**src/rtl/spi_bm_pkg.sv**
```systemverilog
package spi_bm_pkg;

  // Sequencer states of the transfer engine.
  typedef enum logic [1:0] {
    ST_IDLE  = 2'd0,
    ST_SHIFT = 2'd1,
    ST_GAP   = 2'd2
  } xfer_st_e;

  // Next index of a circular buffer of the given depth.
  function automatic int unsigned ring_next(input int unsigned idx, input int unsigned depth);
    return (idx == depth - 1) ? 0 : idx + 1;
  endfunction

endpackage

```
**src/rtl/spi_bm_div.sv**
```systemverilog
module spi_bm_div #(
  parameter int DIV_W = 8
) (
  input  logic             clk,
  input  logic             rst_n,
  input  logic             run,
  input  logic [DIV_W-1:0] div,
  output logic             half_tick
);

  logic [DIV_W-1:0] cnt_q, cnt_d;
  logic [DIV_W-1:0] half_len;

  // A divisor of zero behaves as one.
  assign half_len  = (div == '0) ? DIV_W'(1) : div;
  assign half_tick = run && (cnt_q == half_len - DIV_W'(1));

  always_comb begin
    cnt_d = cnt_q + DIV_W'(1);
    if (!run || half_tick) cnt_d = '0;
  end

  always_ff @(posedge clk or negedge rst_n) begin
    if (!rst_n) cnt_q <= '0;
    else        cnt_q <= cnt_d;
  end

endmodule

```
**src/rtl/spi_bm_rxfifo.sv**
```systemverilog
module spi_bm_rxfifo #(
  parameter int DEPTH = 4,
  parameter int EW    = 10
) (
  input  logic          clk,
  input  logic          rst_n,
  input  logic          push,
  input  logic [EW-1:0] push_ent,
  input  logic          pop,
  input  logic          clr_ovr,
  output logic [EW-1:0] head,
  output logic          not_empty,
  output logic          ovr
);
  import spi_bm_pkg::*;

  localparam int PW = (DEPTH > 1) ? $clog2(DEPTH) : 1;
  localparam int CW = $clog2(DEPTH + 1);

  logic [EW-1:0] mem [DEPTH];
  logic [PW-1:0] wptr_q, wptr_d, rptr_q, rptr_d;
  logic [CW-1:0] cnt_q, cnt_d;
  logic          ovr_q, ovr_d;
  logic          full, do_pop, do_push;

  assign full      = (cnt_q == CW'(DEPTH));
  assign not_empty = (cnt_q != '0);
  assign do_pop    = pop && not_empty;
  // A full FIFO still accepts when an entry leaves on the same edge.
  assign do_push   = push && (!full || do_pop);
  assign head      = mem[rptr_q];
  assign ovr       = ovr_q;

  always_comb begin
    wptr_d = wptr_q;
    rptr_d = rptr_q;
    cnt_d  = cnt_q;
    ovr_d  = ovr_q;
    if (do_push) wptr_d = PW'(ring_next(int'(wptr_q), DEPTH));
    if (do_pop)  rptr_d = PW'(ring_next(int'(rptr_q), DEPTH));
    case ({do_push, do_pop})
      2'b10:   cnt_d = cnt_q + CW'(1);
      2'b01:   cnt_d = cnt_q - CW'(1);
      default: cnt_d = cnt_q;
    endcase
    if (clr_ovr) ovr_d = 1'b0;
    if (push && !do_push) ovr_d = 1'b1;
  end

  always_ff @(posedge clk or negedge rst_n) begin
    if (!rst_n) begin
      wptr_q <= '0;
      rptr_q <= '0;
      cnt_q  <= '0;
      ovr_q  <= 1'b0;
    end else begin
      wptr_q <= wptr_d;
      rptr_q <= rptr_d;
      cnt_q  <= cnt_d;
      ovr_q  <= ovr_d;
    end
  end

  // Storage cells carry no reset; each has its own write enable.
  for (genvar i = 0; i < DEPTH; i++) begin : g_cell
    logic cell_we;
    assign cell_we = do_push && (wptr_q == PW'(i));
    always_ff @(posedge clk) begin
      if (cell_we) mem[i] <= push_ent;
    end
  end

endmodule

```
**src/rtl/spi_bm_engine.sv**
```systemverilog
module spi_bm_engine #(
  parameter int DW    = 8,
  parameter int CSW   = 2,
  parameter int GAP_W = 8
) (
  input  logic             clk,
  input  logic             rst_n,
  input  logic             enable,
  input  logic             half_tick,
  input  logic             miso,
  input  logic [GAP_W-1:0] gap_dly,
  input  logic             wr_en,
  input  logic [DW-1:0]    wr_data,
  input  logic [CSW-1:0]   wr_cs,
  output logic             shifting,
  output logic             phase,
  output logic             mosi,
  output logic [CSW-1:0]   cur_cs,
  output logic             thr_empty,
  output logic             tx_idle,
  output logic             push,
  output logic [DW-1:0]    push_data,
  output logic [CSW-1:0]   push_cs
);
  import spi_bm_pkg::*;

  localparam int BW = (DW > 1) ? $clog2(DW) : 1;

  xfer_st_e         st_q, st_d;
  logic             hold_vld_q, hold_vld_d;
  logic [DW-1:0]    hold_data_q, hold_data_d;
  logic [CSW-1:0]   hold_cs_q, hold_cs_d;
  logic [DW-1:0]    tx_q, tx_d, rx_q, rx_d;
  logic [CSW-1:0]   cs_q, cs_d;
  logic [BW-1:0]    bit_q, bit_d;
  logic             ph_q, ph_d;
  logic [GAP_W-1:0] gcnt_q, gcnt_d;
  logic             last_half, gap_end, start, hold_we;

  assign last_half = (st_q == ST_SHIFT) && half_tick && ph_q && (bit_q == BW'(DW - 1));
  assign gap_end   = (st_q == ST_GAP) && (gcnt_q == '0);
  assign start     = enable && hold_vld_q &&
                     ((st_q == ST_IDLE) || (last_half && (gap_dly == '0)) || gap_end);
  // A full holding register only takes a write on the edge it empties.
  assign hold_we   = wr_en && (!hold_vld_q || start);

  always_comb begin
    st_d        = st_q;
    hold_vld_d  = hold_vld_q;
    hold_data_d = hold_data_q;
    hold_cs_d   = hold_cs_q;
    tx_d        = tx_q;
    rx_d        = rx_q;
    cs_d        = cs_q;
    bit_d       = bit_q;
    ph_d        = ph_q;
    gcnt_d      = gcnt_q;

    if (start) hold_vld_d = 1'b0;
    if (hold_we) begin
      hold_vld_d  = 1'b1;
      hold_data_d = wr_data;
      hold_cs_d   = wr_cs;
    end

    case (st_q)
      ST_IDLE: ;
      ST_SHIFT: begin
        if (half_tick) begin
          if (!ph_q) begin
            // leading edge: capture MISO
            rx_d = {rx_q[DW-2:0], miso};
            ph_d = 1'b1;
          end else begin
            // trailing edge: next bit out or finish
            ph_d = 1'b0;
            if (bit_q == BW'(DW - 1)) begin
              if (gap_dly != '0) begin
                st_d   = ST_GAP;
                gcnt_d = gap_dly - GAP_W'(1);
              end else begin
                st_d = ST_IDLE;
              end
            end else begin
              bit_d = bit_q + BW'(1);
              tx_d  = {tx_q[DW-2:0], 1'b0};
            end
          end
        end
      end
      ST_GAP: begin
        if (gcnt_q == '0) st_d = ST_IDLE;
        else              gcnt_d = gcnt_q - GAP_W'(1);
      end
      default: st_d = ST_IDLE;
    endcase

    if (start) begin
      st_d  = ST_SHIFT;
      tx_d  = hold_data_q;
      cs_d  = hold_cs_q;
      bit_d = '0;
      ph_d  = 1'b0;
    end
  end

  always_ff @(posedge clk or negedge rst_n) begin
    if (!rst_n) begin
      st_q        <= ST_IDLE;
      hold_vld_q  <= 1'b0;
      hold_data_q <= '0;
      hold_cs_q   <= '0;
      tx_q        <= '0;
      rx_q        <= '0;
      cs_q        <= '0;
      bit_q       <= '0;
      ph_q        <= 1'b0;
      gcnt_q      <= '0;
    end else begin
      st_q        <= st_d;
      hold_vld_q  <= hold_vld_d;
      hold_data_q <= hold_data_d;
      hold_cs_q   <= hold_cs_d;
      tx_q        <= tx_d;
      rx_q        <= rx_d;
      cs_q        <= cs_d;
      bit_q       <= bit_d;
      ph_q        <= ph_d;
      gcnt_q      <= gcnt_d;
    end
  end

  assign shifting  = (st_q == ST_SHIFT);
  assign phase     = ph_q;
  assign mosi      = tx_q[DW-1];
  assign cur_cs    = cs_q;
  assign thr_empty = !hold_vld_q;
  assign tx_idle   = (st_q == ST_IDLE) && !hold_vld_q;
  assign push      = last_half;
  assign push_data = rx_q;
  assign push_cs   = cs_q;

endmodule

```
**src/rtl/spi_buf_master.sv**
```systemverilog
module spi_buf_master #(
  parameter int DATA_W  = 8,
  parameter int CS_W    = 2,
  parameter int DIV_W   = 8,
  parameter int GAP_W   = 8,
  parameter int RX_DEPTH = 4
) (
  input  logic                 clk,
  input  logic                 rst_n,
  input  logic                 enable,
  input  logic                 cpol,
  input  logic [DIV_W-1:0]     clk_div,
  input  logic [GAP_W-1:0]     gap_dly,
  input  logic                 wr_en,
  input  logic [DATA_W-1:0]    wr_data,
  input  logic [CS_W-1:0]      wr_cs,
  input  logic                 rd_en,
  input  logic                 stat_rd,
  output logic [DATA_W-1:0]    rd_data,
  output logic [CS_W-1:0]      rd_cs,
  output logic                 thr_empty,
  output logic                 tx_idle,
  output logic                 rx_avail,
  output logic                 overrun,
  output logic                 sck,
  output logic                 mosi,
  input  logic                 miso,
  output logic [2**CS_W-1:0]   cs_n
);

  localparam int NUM_CS = 2 ** CS_W;
  localparam int ENT_W  = DATA_W + CS_W;

  logic [1:0]        rst_pipe_q;
  logic              rst_core_n;
  logic              half_tick, shifting, phase, push;
  logic [CS_W-1:0]   cur_cs, push_cs;
  logic [DATA_W-1:0] push_data;
  logic [ENT_W-1:0]  head;

  // Asynchronous assert, synchronous release.
  always_ff @(posedge clk or negedge rst_n) begin
    if (!rst_n) rst_pipe_q <= '0;
    else        rst_pipe_q <= {rst_pipe_q[0], 1'b1};
  end
  assign rst_core_n = rst_pipe_q[1];

  spi_bm_div #(.DIV_W(DIV_W)) u_div (
    .clk       (clk),
    .rst_n     (rst_core_n),
    .run       (shifting),
    .div       (clk_div),
    .half_tick (half_tick)
  );

  spi_bm_engine #(.DW(DATA_W), .CSW(CS_W), .GAP_W(GAP_W)) u_eng (
    .clk       (clk),
    .rst_n     (rst_core_n),
    .enable    (enable),
    .half_tick (half_tick),
    .miso      (miso),
    .gap_dly   (gap_dly),
    .wr_en     (wr_en),
    .wr_data   (wr_data),
    .wr_cs     (wr_cs),
    .shifting  (shifting),
    .phase     (phase),
    .mosi      (mosi),
    .cur_cs    (cur_cs),
    .thr_empty (thr_empty),
    .tx_idle   (tx_idle),
    .push      (push),
    .push_data (push_data),
    .push_cs   (push_cs)
  );

  spi_bm_rxfifo #(.DEPTH(RX_DEPTH), .EW(ENT_W)) u_rxq (
    .clk       (clk),
    .rst_n     (rst_core_n),
    .push      (push),
    .push_ent  ({push_cs, push_data}),
    .pop       (rd_en),
    .clr_ovr   (stat_rd),
    .head      (head),
    .not_empty (rx_avail),
    .ovr       (overrun)
  );

  assign rd_data = head[DATA_W-1:0];
  assign rd_cs   = head[ENT_W-1:DATA_W];
  assign sck     = cpol ^ (shifting & phase);

  for (genvar i = 0; i < NUM_CS; i++) begin : g_csel
    assign cs_n[i] = !(shifting && (cur_cs == CS_W'(i)));
  end

endmodule

```
**config.mk**
```make
export PLATFORM = sky130hd
export DESIGN_NAME = spi_buf_master
export DESIGN_NICKNAME = d
export VERILOG_FILES = /design/src/rtl/spi_bm_pkg.sv /design/src/rtl/spi_bm_div.sv /design/src/rtl/spi_bm_rxfifo.sv /design/src/rtl/spi_bm_engine.sv /design/src/rtl/spi_buf_master.sv
export SDC_FILE = /design/constraint.sdc
export NUM_CORES = 1
export LEC_CHECK = 0
export BUFFER_PORTS_ARGS = -buffer_cell sky130_fd_sc_hd__buf_2
export CELL_PAD_IN_SITES_DETAIL_PLACEMENT = 0
export CELL_PAD_IN_SITES_GLOBAL_PLACEMENT = 1
export CORE_MARGIN = 3
export CORE_UTILIZATION = 50
export DETAILED_ROUTE_END_ITERATION = 8
export PLACE_DENSITY = 0.88
export SYNTH_ARGS = -nofsm -noshare
export SYNTH_HDL_FRONTEND = slang
export SYNTH_SLANG_ARGS = --single-unit
```
**constraint.sdc**
```tcl
create_clock -name clk -period 3.8 [get_ports clk]
set_clock_uncertainty 0.1 [all_clocks]
set_input_delay 0.38 -clock clk [delete_from_list [all_inputs] [get_ports clk]]
set_output_delay 0.38 -clock clk [all_outputs]
set_load 0.02 [all_outputs]
```
==> summary.md, run 1 <==
| Metric | Value |
|---|---|
| Outcome | `completed` |
| Buffers on Ports | `53` |
| I/O Pins | `54` |
| CTS Buf Count | `9` |
| Hold Fails Final Rpt | `0` |
| Critical path cell sequence | `buf_2 -> or4_4 -> nor3_2 -> a21oi_1 -> ha_1 -> nor3b_1 -> xnor2_1 -> a2111oi_2 -> and4bb_1 -> and3_1 -> inv_1 -> ha_1 -> inv_1 -> fa_1 -> xor2_1 -> nor2_1 -> xor2_1` |
| Register area share after synthesis | `0.553` |
| RSZ-0062 raised after global routing | `false` |
| Synth Area in Compound Gates | `0.0925` |
| Syn Std Cell Area | `4940 µm²` |
| Number of max-cap violations | `0` |
| Die height | `105 µm` |
| Post-Syn Area per Cell | `12.7 µm²` |
| Slowest stage delay, CP | `0.57 ns` |
| CTS clk-pin slew, worst paths | `0.10 ns` |
| Worst setup EP type | `register` |
| Share of the synthesized area in the top cell type | `0.309` |
| Layout cells sized above 1 | `0.280` |
| Worst-skew pair later-pin latency | `0.37 ns` |
| Inst Count DP | `569` |
| CTS max path bufs | `2` |
| GRT Util Overall | `0.187` |
| Data arrival, critical path | `3.55 ns` |
| Root buffer cell | `clkbuf_8` |
| Max H-tree Level | `3` |
| NetSw | `894 µW` |
| Setup TNS Final | `0 ns` |
| Clock share of power | `0.235` |
| DIE WIDTH | `105 µm` |
| Post-CTS setup buffers | `0` |
| P_leak | `2.37 nW` |
| Slew Limit Headroom | `0.518` |
| Worst-path maximum fanout | `6` |
| Mapped Cells | `390` |
| Number of global-route vias before repair | `3319` |
| Final period util | `0.896` |
| Syn nets | `436` |
| CP max-delay cell | `or4_4` |
| Core area | `9420 µm²` |
| Initial Util | `0.524` |
| Via density | `5.54` |
| Cell-internal power | `1.89 mW` |
| Power share of the sequential group | `0.545` |
| Area contributors post-synth | `dfrtp_1 (31%), edfxtp_1 (24%), mux2_2 (5.0%), mux4_2 (4.6%), ha_1 (2.8%)` |
| Commonest non-fill, non-tap cell in the layout | `dfrtp_1` |
| Post-CTS Hold Fix Bufs | `1` |
| Nets | `498` |
| Final Max Slew Viols | `0` |
| Antenna violations before repair | `0` |
| Synth cell types | `61` |
| Largest family of logic cells by synthesized area | `simple AND/OR/NAND/NOR gates` |
| Overflow after GRT | `0` |
| Routed wire per std cell | `16.4 µm` |
| Setup CP Type | `in -> reg` |
| Synth Register Bits | `101` |
| Final antenna-violating net count | `0` |
| Switching share of power | `0.321` |
| XOR/XNOR Fraction of Synth Area | `0.0373` |
| WHS | `0.110 ns` |
| Starting DRT DRC Count | `171` |
| Most frequent cells in the layout | `dfrtp_1 (60), buf_2 (53), edfxtp_1 (40)` |
| Largest net degree at the start of global routing | `36` |
| Detailed Route WL | `9620 µm` |
| CP required | `3.95 ns` |
| Post-DP HPWL | `6930 µm` |
| Total Die Area | `11100 µm²` |
| Number of antenna diodes | `0` |
| Multiplexer share of the synthesized area | `0.123` |
| Final setup viols | `0` |
| DP Worst Slack | `0.00917 ns` |
| Residual DRC count | `0` |
| HP Class | `in -> reg` |
| Adder and majority gate portion of the synthesized area | `0.0319` |
| Vias | `3248` |
| CTS resizes | `0` |
| GPL Wtd Cong | `0.879` |
| VDD IR max | `330 µV` |
| Delay-heaviest family, CP | `simple AND/OR/NAND/NOR gates` |
| Syn. warnings | `0` |
| Finished Layout Cells | `586` |
| Power, Total | `2.78 mW` |
| Fin util | `0.593` |
| R2r setup slk | `0.66 ns` |
| Tmin final | `3.40 ns` |
| P&R area growth vs syn | `13.1%` |
| First-pass GRT wire length | `16600 µm` |
| Startpoint types | `input port` |
| Post-DP Area | `5390 µm²` |
| Max Freq | `0.294 GHz` |
| Design area | `5580 µm²` |
| DRT Pass-1 Iters | `4` |
| Top_reg_cell synth | `dfrtp_1` |
| Least-Margin Pin Slew | `0.722 ns` |
| Asr flop ratio synth | `0.604` |
| Post-Synth Simple-Gate Area | `0.136` |
| Fillers | `772` |
| Logic pwr share | `0.221` |
| Crit path buffers/inverters | `3` |
| Final worst slack | `0.396 ns` |
| Std-Cell Rows | `35` |
| EDFF count, synth | `40` |
| Synth area leader | `dfrtp_1` |
| Pwr dens | `498 nW/µm²` |
| Clock Sinks | `101` |
| CTS tree | `yes` |
==> cell usage after synthesis (2+ instances only) <==
cell type and number:
dfrtp_1 61, edfxtp_1 40, nand2_1 23, nor2_1 23, mux2_2 22, inv_1 16, nor3_1 12, xor2_1 12
clkbuf_1 11, ha_1 11, a21oi_1 10, mux4_2 10, nand3_1 10, mux2i_1 9, xnor2_1 9, and3_1 8
o21ai_0 8, a31oi_1 7, and2_1 7, a21boi_0 6, a221o_1 6, a211oi_1 5, nand2b_1 5, mux2_1 4
nor2b_1 4, nor3b_1 4, a21o_1 3, nor4_1 3, or3_1 3, a311oi_1 2, nand4_1 2, o2111ai_1 2
o21a_1 2, o22ai_1 2, or4b_2 2
==> layout make-up <==
type | count | area [µm²] | share of cell area
Clock buffer | 9 | 124 | 0.0222
Multi-Input combinational cell | 258 | 2080 | 0.373
Tap cell | 129 | 161 | 0.0289
Timing Repair Buffer | 66 | 365 | 0.0654
Inverter | 16 | 60.1 | 0.0108
Clock inverter | 7 | 62.6 | 0.0112
Sequential cell | 101 | 2730 | 0.489
==> flip-flops by register name, summed over array words and instances, names as in the netlist <==
| signal | flops |
|---|---|
| u_eng.tx_q | 8 |
| u_eng.hold_cs_q | 2 |
| u_rxq.wptr_q | 2 |
| u_eng.cur_cs | 2 |
| u_eng.phase | 1 |
| u_eng.gcnt_q | 8 |
| u_eng.push_data | 8 |
| u_eng.hold_vld_q | 1 |
| u_eng.bit_q | 3 |
| u_rxq.rptr_q | 2 |
| u_eng.hold_data_q | 8 |
| u_rxq.cnt_q | 3 |
| u_div.cnt_q | 8 |
| rst_pipe_q | 2 |
| u_rxq.mem | 40 |
| u_rxq.ovr | 1 |
| u_eng.st_q | 2 |
==> power groups by stage <==
stage / logic, mW / registers [mW] / clock network (mW)
floorplan: 0.468 / 1.48 / 0
global placement: 0.595 / 1.53 / 0
detailed placement: 0.619 / 1.53 / 0
CTS: 0.621 / 1.51 / 0.671
global route: 0.701 / 1.55 / 0.718
finish: 0.614 / 1.51 / 0.652
==> worst reg2reg max path: stages, from the launching register on <==
cell and delay [ns]:
dfrtp_1 0.51, or4b_2 0.62, o22ai_1 0.29, a2111oi_2 0.06, and4bb_1 0.25, and3_1 0.16
inv_1 0.05, ha_1 0.17, inv_1 0.06, fa_1 0.37, xor2_1 0.15, nor2_1 0.11
xor2_1 0.16
==> kinds of logic (layout without fill, tap and decap cells) <==
group | after synthesis | in the layout
simple gates | 118 | 118
buf+inv | 31 | 98
mux | 45 | 45
other cells | 1 | 1
fa+ha+maj | 12 | 12
xor+xnor | 21 | 21
flops | 101 | 101
compound gates | 61 | 61
==> final timing paths <==
check,to,cells past startpoint,startpoint
setup / recovery,u_rxq.cnt_q[2]$_DFFE_PN0P_,17,clk_div[2]
hold / removal,u_rxq.ovr$_DFFE_PN0P_,2,stat_rd
setup reg to reg,u_rxq.cnt_q[2]$_DFFE_PN0P_,12,u_div.cnt_q[0]$_DFF_PN0_
hold reg to reg,u_eng.hold_cs_q[0]$_DFFE_PN0P_,0,rst_pipe_q[1]$_DFF_PN0_
max in group asynchronous,u_div.cnt_q[0]$_DFF_PN0_,1,rst_pipe_q[1]$_DFF_PN0_
min in group asynchronous,u_eng.hold_cs_q[0]$_DFFE_PN0P_,0,rst_pipe_q[1]$_DFF_PN0_
==> routing by layer <==
layer  track usage  vias up  wire length (µm)  part of all wire
li1              -     1572                 -                 -
met4        0.0656        0               153             0.016
met5             0        -                 0                 0
met1         0.247     1608              4490              0.47
met3        0.0337       13               283             0.029
met2         0.311       55              4700              0.49
Note: power is estimated with default switching activity, not from simulation.
==> inputs of run 2 (changes only) <==
CORE_UTILIZATION = 51   (was 50)
PLACE_DENSITY = 0.89   (was 0.88)
==> summary.md, run 2 (synthesis gave the netlist of run 1 again) <==
| Metric | Value |
|---|---|
| Antenna violations before repair | `0 (unchanged)` |
| CTS max path bufs | `2 (unchanged)` |
| Met1 wire length | `4300 µm (-4.2%)` |
| Least-Margin Pin Slew | `0.738 ns (+0.0156 ns)` |
| Nets | `498 (unchanged)` |
| Most frequent cells in the layout | `dfrtp_1 (60), buf_2 (53), edfxtp_1 (40)` |
| Metal3 WL | `327 µm (+16%)` |
| Most flop-heavy register | `u_rxq.mem` |
| Design area | `5610 µm² (+0.52%)` |
| Power, Total | `2.82 mW (+1.4%)` |
| Post-DP HPWL | `6830 µm (-1.4%)` |
| Worst-skew pair later-pin latency | `0.36 ns (about the same)` |
| HP Class | `in -> reg` |
| Startpoint types | `input port` |
| P_leak | `2.38 nW (+0.31%)` |
| Finished Layout Cells | `586 (unchanged)` |
| Clock share of power | `0.243 (+0.008)` |
| Residual DRC count | `0 (unchanged)` |
| Number of antenna diodes | `0 (unchanged)` |
| Layout cells sized above 1 | `0.280 (unchanged)` |
| Hold Fails Final Rpt | `0 (unchanged)` |
| Max reg flops | `40 (unchanged)` |
| Max H-tree Level | `3 (unchanged)` |
| GPL Wtd Cong | `0.904 (+2.8%)` |
| Initial Util | `0.529 (+0.00492)` |
| Starting DRT DRC Count | `127 (-26%)` |
| Final period util | `0.905 (+0.00917)` |
| Routed wire per std cell | `16.1 µm (-1.7%)` |
| Fillers | `736 (-4.7%)` |
| CP required | `3.99 ns (+0.04 ns)` |
| P&R area growth vs syn | `13.7%` |
| Setup TNS Final | `0 ns (unchanged)` |
| Top sig layer | `met4` |
| GRT Util Overall | `0.182 (-0.00493)` |
| Data arrival, critical path | `3.63 ns (+0.08 ns)` |
| CTS resizes | `0 (unchanged)` |
| Die height | `104 µm (-0.93%)` |
| NetSw | `915 µW (+2.4%)` |
| CTS tree | `yes` |
| Tmin final | `3.44 ns (+0.0349 ns)` |
| Std-Cell Rows | `35 (unchanged)` |
| Worst-path maximum fanout | `7 (+1)` |
| Commonest non-fill, non-tap cell in the layout | `dfrtp_1` |
| Core area | `9330 µm² (-0.93%)` |
| DIE WIDTH | `104 µm (-0.93%)` |
| Number of global-route vias before repair | `3139 (-5.4%)` |
| Switching share of power | `0.325 (+0.00322)` |
| Pwr dens | `502 nW/µm² (+0.88%)` |
| Overflow after GRT | `0 (unchanged)` |
| First-pass GRT wire length | `15900 µm (-4.2%)` |
| Cell-internal power | `1.90 mW (+0.92%)` |
| I/O Pins | `54 (unchanged)` |
| Final setup viols | `0 (unchanged)` |
| Logic pwr share | `0.220 (about the same)` |
| Via density | `5.52 (-0.46%)` |
| RSZ-0062 raised after global routing | `false` |
| Root buffer cell | `clkbuf_8` |
| Number of max-cap violations | `0 (unchanged)` |
| Vias | `3233 (-0.46%)` |
| Power share of the sequential group | `0.538 (-0.007)` |
| CTS Buf Count | `9 (unchanged)` |
| Post-DP Area | `5390 µm² (unchanged)` |
| Worst setup EP type | `register` |
| Buffers on Ports | `53 (unchanged)` |
| Setup CP Type | `in -> reg` |
| DRT Pass-1 Iters | `4 (unchanged)` |
| Largest net degree at the start of global routing | `37 (+2.8%)` |
| Max Freq | `0.291 GHz (-1.0%)` |
| Detailed Route WL | `9460 µm (-1.7%)` |
| VDD IR max | `295 µV (-11%)` |
| Outcome | `completed` |
| Fin util | `0.602 (+0.00865)` |
| Total Die Area | `10900 µm² (-1.8%)` |
| Final antenna-violating net count | `0 (unchanged)` |
| Final Max Slew Viols | `0 (unchanged)` |
| CTS clk-pin slew, worst paths | `0.10 ns (about the same)` |
| Clock Sinks | `101 (unchanged)` |
| Inst Count DP | `569 (unchanged)` |
| Met2 routed WL | `4700 µm (+0.13%)` |
| Slew Limit Headroom | `0.508 (-0.0104)` |
[run 2: metal layers]
layer	vias to the layer above	track usage
met1	1602	0.245
met2	54	0.298
met3	10	0.0428
li1	1567	-
met5	-	0
met4	0	0.0503
[run 2: stage by stage]
| stage | setup slack, ns | hold slack, ns |
|---|---|---|
| final | 0.361 | 0.0947 |
| after global routing | 0.0369 | 0.0802 |
| after CTS | 0.349 | 0.0748 |
| after detailed placement | -0.0547 | 0.0698 |
| after global placement | 0.0986 | 0.0675 |
| after floorplan | 0.0206 | -0.0156 |
[run 2: layout make-up]
cell class,count,area (µm²),share of cell area
flip-flops and latches,101,2730,0.486
multi-input cells,258,2080,0.371
repair buffers,66,365,0.0651
well taps,129,161,0.0288
clock buffers,9,124,0.0221
clock inverters,7,91.3,0.0163
inverters,16,60.1,0.0107
[run 2: power groups by stage]
stage,clock [mW],combinational (mW),sequential [mW]
2_1_floorplan,0,0.468,1.48
3_3_place_gp,0,0.602,1.53
3_5_place_dp,0,0.628,1.53
4_1_cts,0.705,0.628,1.52
5_1_grt,0.747,0.690,1.55
6_report,0.685,0.619,1.52
[run 2: critical path: stages]
cell,delay (ns)
buf_2,0.16
or4_4,0.17
nor3_2,0.05
a21oi_1,0.15
ha_1,0.20
or3b_2,0.47
nor4_1,0.42
a2111oi_2,0.08
and4bb_1,0.25
and3_1,0.16
inv_1,0.06
ha_1,0.17
inv_1,0.06
fa_1,0.37
xor2_1,0.15
nor2_1,0.14
xor2_1,0.18
[run 2: repair_timing]
| item | CTS | global route |
|---|---|---|
| hold buffers | 1 | 0 |
| buffers inserted | 0 | 0 |
| hold endpoints to repair | 2 | 0 |
[run 2: worst paths after layout]
| path | startpoint | end | slack [ns] | cells past startpoint |
|---|---|---|---|---|
| max in group asynchronous | rst_pipe_q[1]$_DFF_PN0_ | u_eng.tx_q[5]$_DFFE_PN0P_ | 2.57 | 1 |
| min in group asynchronous | rst_pipe_q[1]$_DFF_PN0_ | u_eng.hold_cs_q[0]$_DFFE_PN0P_ | 0.16 | 0 |
| min reg2reg | rst_pipe_q[1]$_DFF_PN0_ | u_eng.hold_cs_q[0]$_DFFE_PN0P_ | 0.16 | 0 |
| max | clk_div[5] | u_rxq.cnt_q[2]$_DFFE_PN0P_ | 0.36 | 17 |
| min | stat_rd | u_rxq.ovr$_DFFE_PN0P_ | 0.09 | 2 |
| max reg2reg | u_div.cnt_q[0]$_DFF_PN0_ | u_rxq.cnt_q[2]$_DFFE_PN0P_ | 0.63 | 12 |
==> inputs of run 3 (changes only) <==
==> constraint.sdc (replaced) <==
create_clock -name clk -period 3.8 [get_ports clk]
set_clock_uncertainty 0.1 [all_clocks]
set_input_delay 0.19 -clock clk [delete_from_list [all_inputs] [get_ports clk]]
set_output_delay 0.19 -clock clk [all_outputs]
set_load 0.02 [all_outputs]
==> summary.md, run 3 (synthesis gave the netlist of run 1 again) <==
| Metric | Value |
|---|---|
| Largest net degree at the start of global routing | `32 (-14%)` |
| Startpoint types | `input port` |
| P&R area growth vs syn | `15.5%` |
| Via density | `5.48 (-0.69%)` |
| Std-Cell Rows | `35 (unchanged)` |
| DRT Pass-1 Iters | `4 (unchanged)` |
| Least-Margin Pin Slew | `0.737 ns (-0.000874 ns)` |
| RSZ-0062 raised after global routing | `false` |
| CTS tree | `yes` |
| CTS max path bufs | `2 (unchanged)` |
| CP required | `3.97 ns (-0.02 ns)` |
| Worst-skew pair later-pin latency | `0.35 ns (about the same)` |
| Final worst slack | `0.568 ns (+0.208 ns)` |
| P_leak | `2.41 nW (+1.3%)` |
| Core area | `9330 µm² (unchanged)` |
| Crit path buffers/inverters | `3 (unchanged)` |
| HP Class | `in -> async` |
| Data arrival, critical path | `3.40 ns (-0.23 ns)` |
| Tmin final | `3.23 ns (-0.208 ns)` |
| R2r setup slk | `0.68 ns (+0.05 ns)` |
| GPL Wtd Cong | `0.844 (-6.6%)` |
| Reg2reg start | `u_div.cnt_q[0]$_DFF_PN0_` |
| Slowest stage delay, CP | `0.57 ns (+0.10 ns)` |
| Antenna violations before repair | `0 (unchanged)` |
| Pwr dens | `485 nW/µm² (-3.4%)` |
| Register-to-Register Path Depth | `12 (unchanged)` |
| Nets | `509 (+2.2%)` |
| Max Freq | `0.309 GHz (+6.4%)` |
| Routed wire per std cell | `15.6 µm (-3.2%)` |
| Fin util | `0.611 (+0.00966)` |
| WP depth | `15 (-2)` |
| DIE WIDTH | `104 µm (unchanged)` |
| Overflow after GRT | `0 (unchanged)` |
| Detailed Route WL | `9320 µm (-1.4%)` |
| Die height | `104 µm (unchanged)` |
| Clock Sinks | `101 (unchanged)` |
| Most frequent cells in the layout | `dfrtp_1 (60), buf_2 (53), edfxtp_1 (40)` |
| Most flop-heavy register | `u_rxq.mem` |
| Slew Limit Headroom | `0.509 (+0.000582)` |
| Final setup viols | `0 (unchanged)` |
| CP max-delay cell | `or4_4` |
| Layout cells sized above 1 | `0.269 (-0.0109)` |
| DP Worst Slack | `0.202 ns (+0.256 ns)` |
| Number of max-cap violations | `0 (unchanged)` |
| Setup CP Type | `in -> reg` |
| Hold Fails Final Rpt | `0 (unchanged)` |
| Root buffer cell | `clkbuf_8` |
| Number of antenna diodes | `0 (unchanged)` |
| GRT Util Overall | `0.178 (-0.00413)` |
| CTS resizes | `0 (unchanged)` |
| Delay-heaviest family, CP | `simple AND/OR/NAND/NOR gates` |
| Max H-tree Level | `3 (unchanged)` |
| VDD IR max | `288 µV (-2.2%)` |
| CTS Buf Count | `9 (unchanged)` |
| Final period util | `0.850 (-0.0547)` |
| RR Endpoint | `u_rxq.cnt_q[2]$_DFFE_PN0P_` |
| Worst setup EP type | `register` |
| Final antenna-violating net count | `0 (unchanged)` |
| Finished Layout Cells | `597 (+1.9%)` |
| Inst Count DP | `567 (-0.35%)` |
| Post-DP HPWL | `6850 µm (+0.29%)` |
| Number of global-route vias before repair | `3201 (+2.0%)` |
| CTS clk-pin slew, worst paths | `0.10 ns (about the same)` |
| Critical path cell sequence | `buf_2 -> or4_4 -> nor3_2 -> a21oi_1 -> ha_1 -> nor3b_1 -> xnor2_1 -> a2111oi_2 -> and4bb_1 -> and3_1 -> inv_1 -> ha_1 -> inv_1 -> fa_1 -> o21ai_0` |
| Initial Util | `0.529 (unchanged)` |
| Residual DRC count | `0 (unchanged)` |
| Outcome | `completed` |
| Commonest non-fill, non-tap cell in the layout | `dfrtp_1` |
| Starting DRT DRC Count | `139 (+9.4%)` |
| Setup TNS Final | `0 ns (unchanged)` |
| Max reg flops | `40 (unchanged)` |
| Post-CTS Hold Fix Bufs | `14 (+13)` |
| Total Die Area | `10900 µm² (unchanged)` |
| First-pass GRT wire length | `15800 µm (-0.21%)` |
| Worst-path maximum fanout | `6 (-1)` |
| Vias | `3271 (+1.2%)` |
| Final Max Slew Viols | `0 (unchanged)` |
| Buffers on Ports | `53 (unchanged)` |
| Power, Total | `2.77 mW (-1.8%)` |
| I/O Pins | `54 (unchanged)` |
| Post-CTS setup buffers | `0 (unchanged)` |
-- run 3: layer usage --
layer	track usage	wire length, µm
met5	0	0
met4	0.0532	107
met3	0.0267	365
met2	0.294	4630
met1	0.244	4220
-- run 3: cell type report --
type / instances / area [µm²]
clock buffer: 9 / 124
sequential: 101 / 2730
timing repair buffer: 77 / 480
tap: 129 / 161
fill: 755 / 3620
multi-input combinational: 258 / 2080
inverter: 16 / 60.1
clock inverter: 7 / 66.3
-- run 3: stage by stage --
| stage | hold WS, ns | instance area [µm²] |
|---|---|---|
| 5_1_grt | 0.0127 | 5700 |
| 3_3_place_gp | -0.124 | 5370 |
| 2_1_floorplan | -0.206 | 4940 |
| 6_report | 0.0376 | 5700 |
| 3_5_place_dp | -0.123 | 5370 |
| 4_1_cts | 0.0223 | 5700 |
-- run 3: how the worst max path moves through the flow --
stage	start	endpoint	slack [ns]
after floorplan	clk_div[2]	u_rxq.cnt_q[1]$_DFFE_PN0P_	0.21
after CTS	clk_div[2]	u_rxq.cnt_q[1]$_DFFE_PN0P_	0.58
after global placement	clk_div[2]	u_rxq.cnt_q[2]$_DFFE_PN0P_	0.28
final	clk_div[2]	u_rxq.cnt_q[1]$_DFFE_PN0P_	0.57
after global routing	clk_div[2]	u_rxq.cnt_q[1]$_DFFE_PN0P_	0.37
after detailed placement	clk_div[2]	u_rxq.cnt_q[2]$_DFFE_PN0P_	0.20
-- run 3: power breakdown --
| group | internal, mW | total, mW | switching, mW | leakage [nW] |
|---|---|---|---|---|
| logic | 0.312 | 0.615 | 0.303 | 1.18 |
| clock network | 0.254 | 0.637 | 0.383 | 0.0915 |
| registers | 1.33 | 1.52 | 0.188 | 1.14 |
| total | 1.89 | 2.77 | 0.874 | 2.41 |
-- run 3: worst register-to-register path, stage by stage (launching register included) --
cell       delay (ns)
dfrtp_1          0.53
or4b_2           0.62
o22ai_1          0.24
a2111oi_2        0.06
and4bb_1         0.25
and3_1           0.16
inv_1            0.06
ha_1             0.17
inv_1            0.06
fa_1             0.37
xor2_1           0.15
nor2_1           0.11
xor2_1           0.16
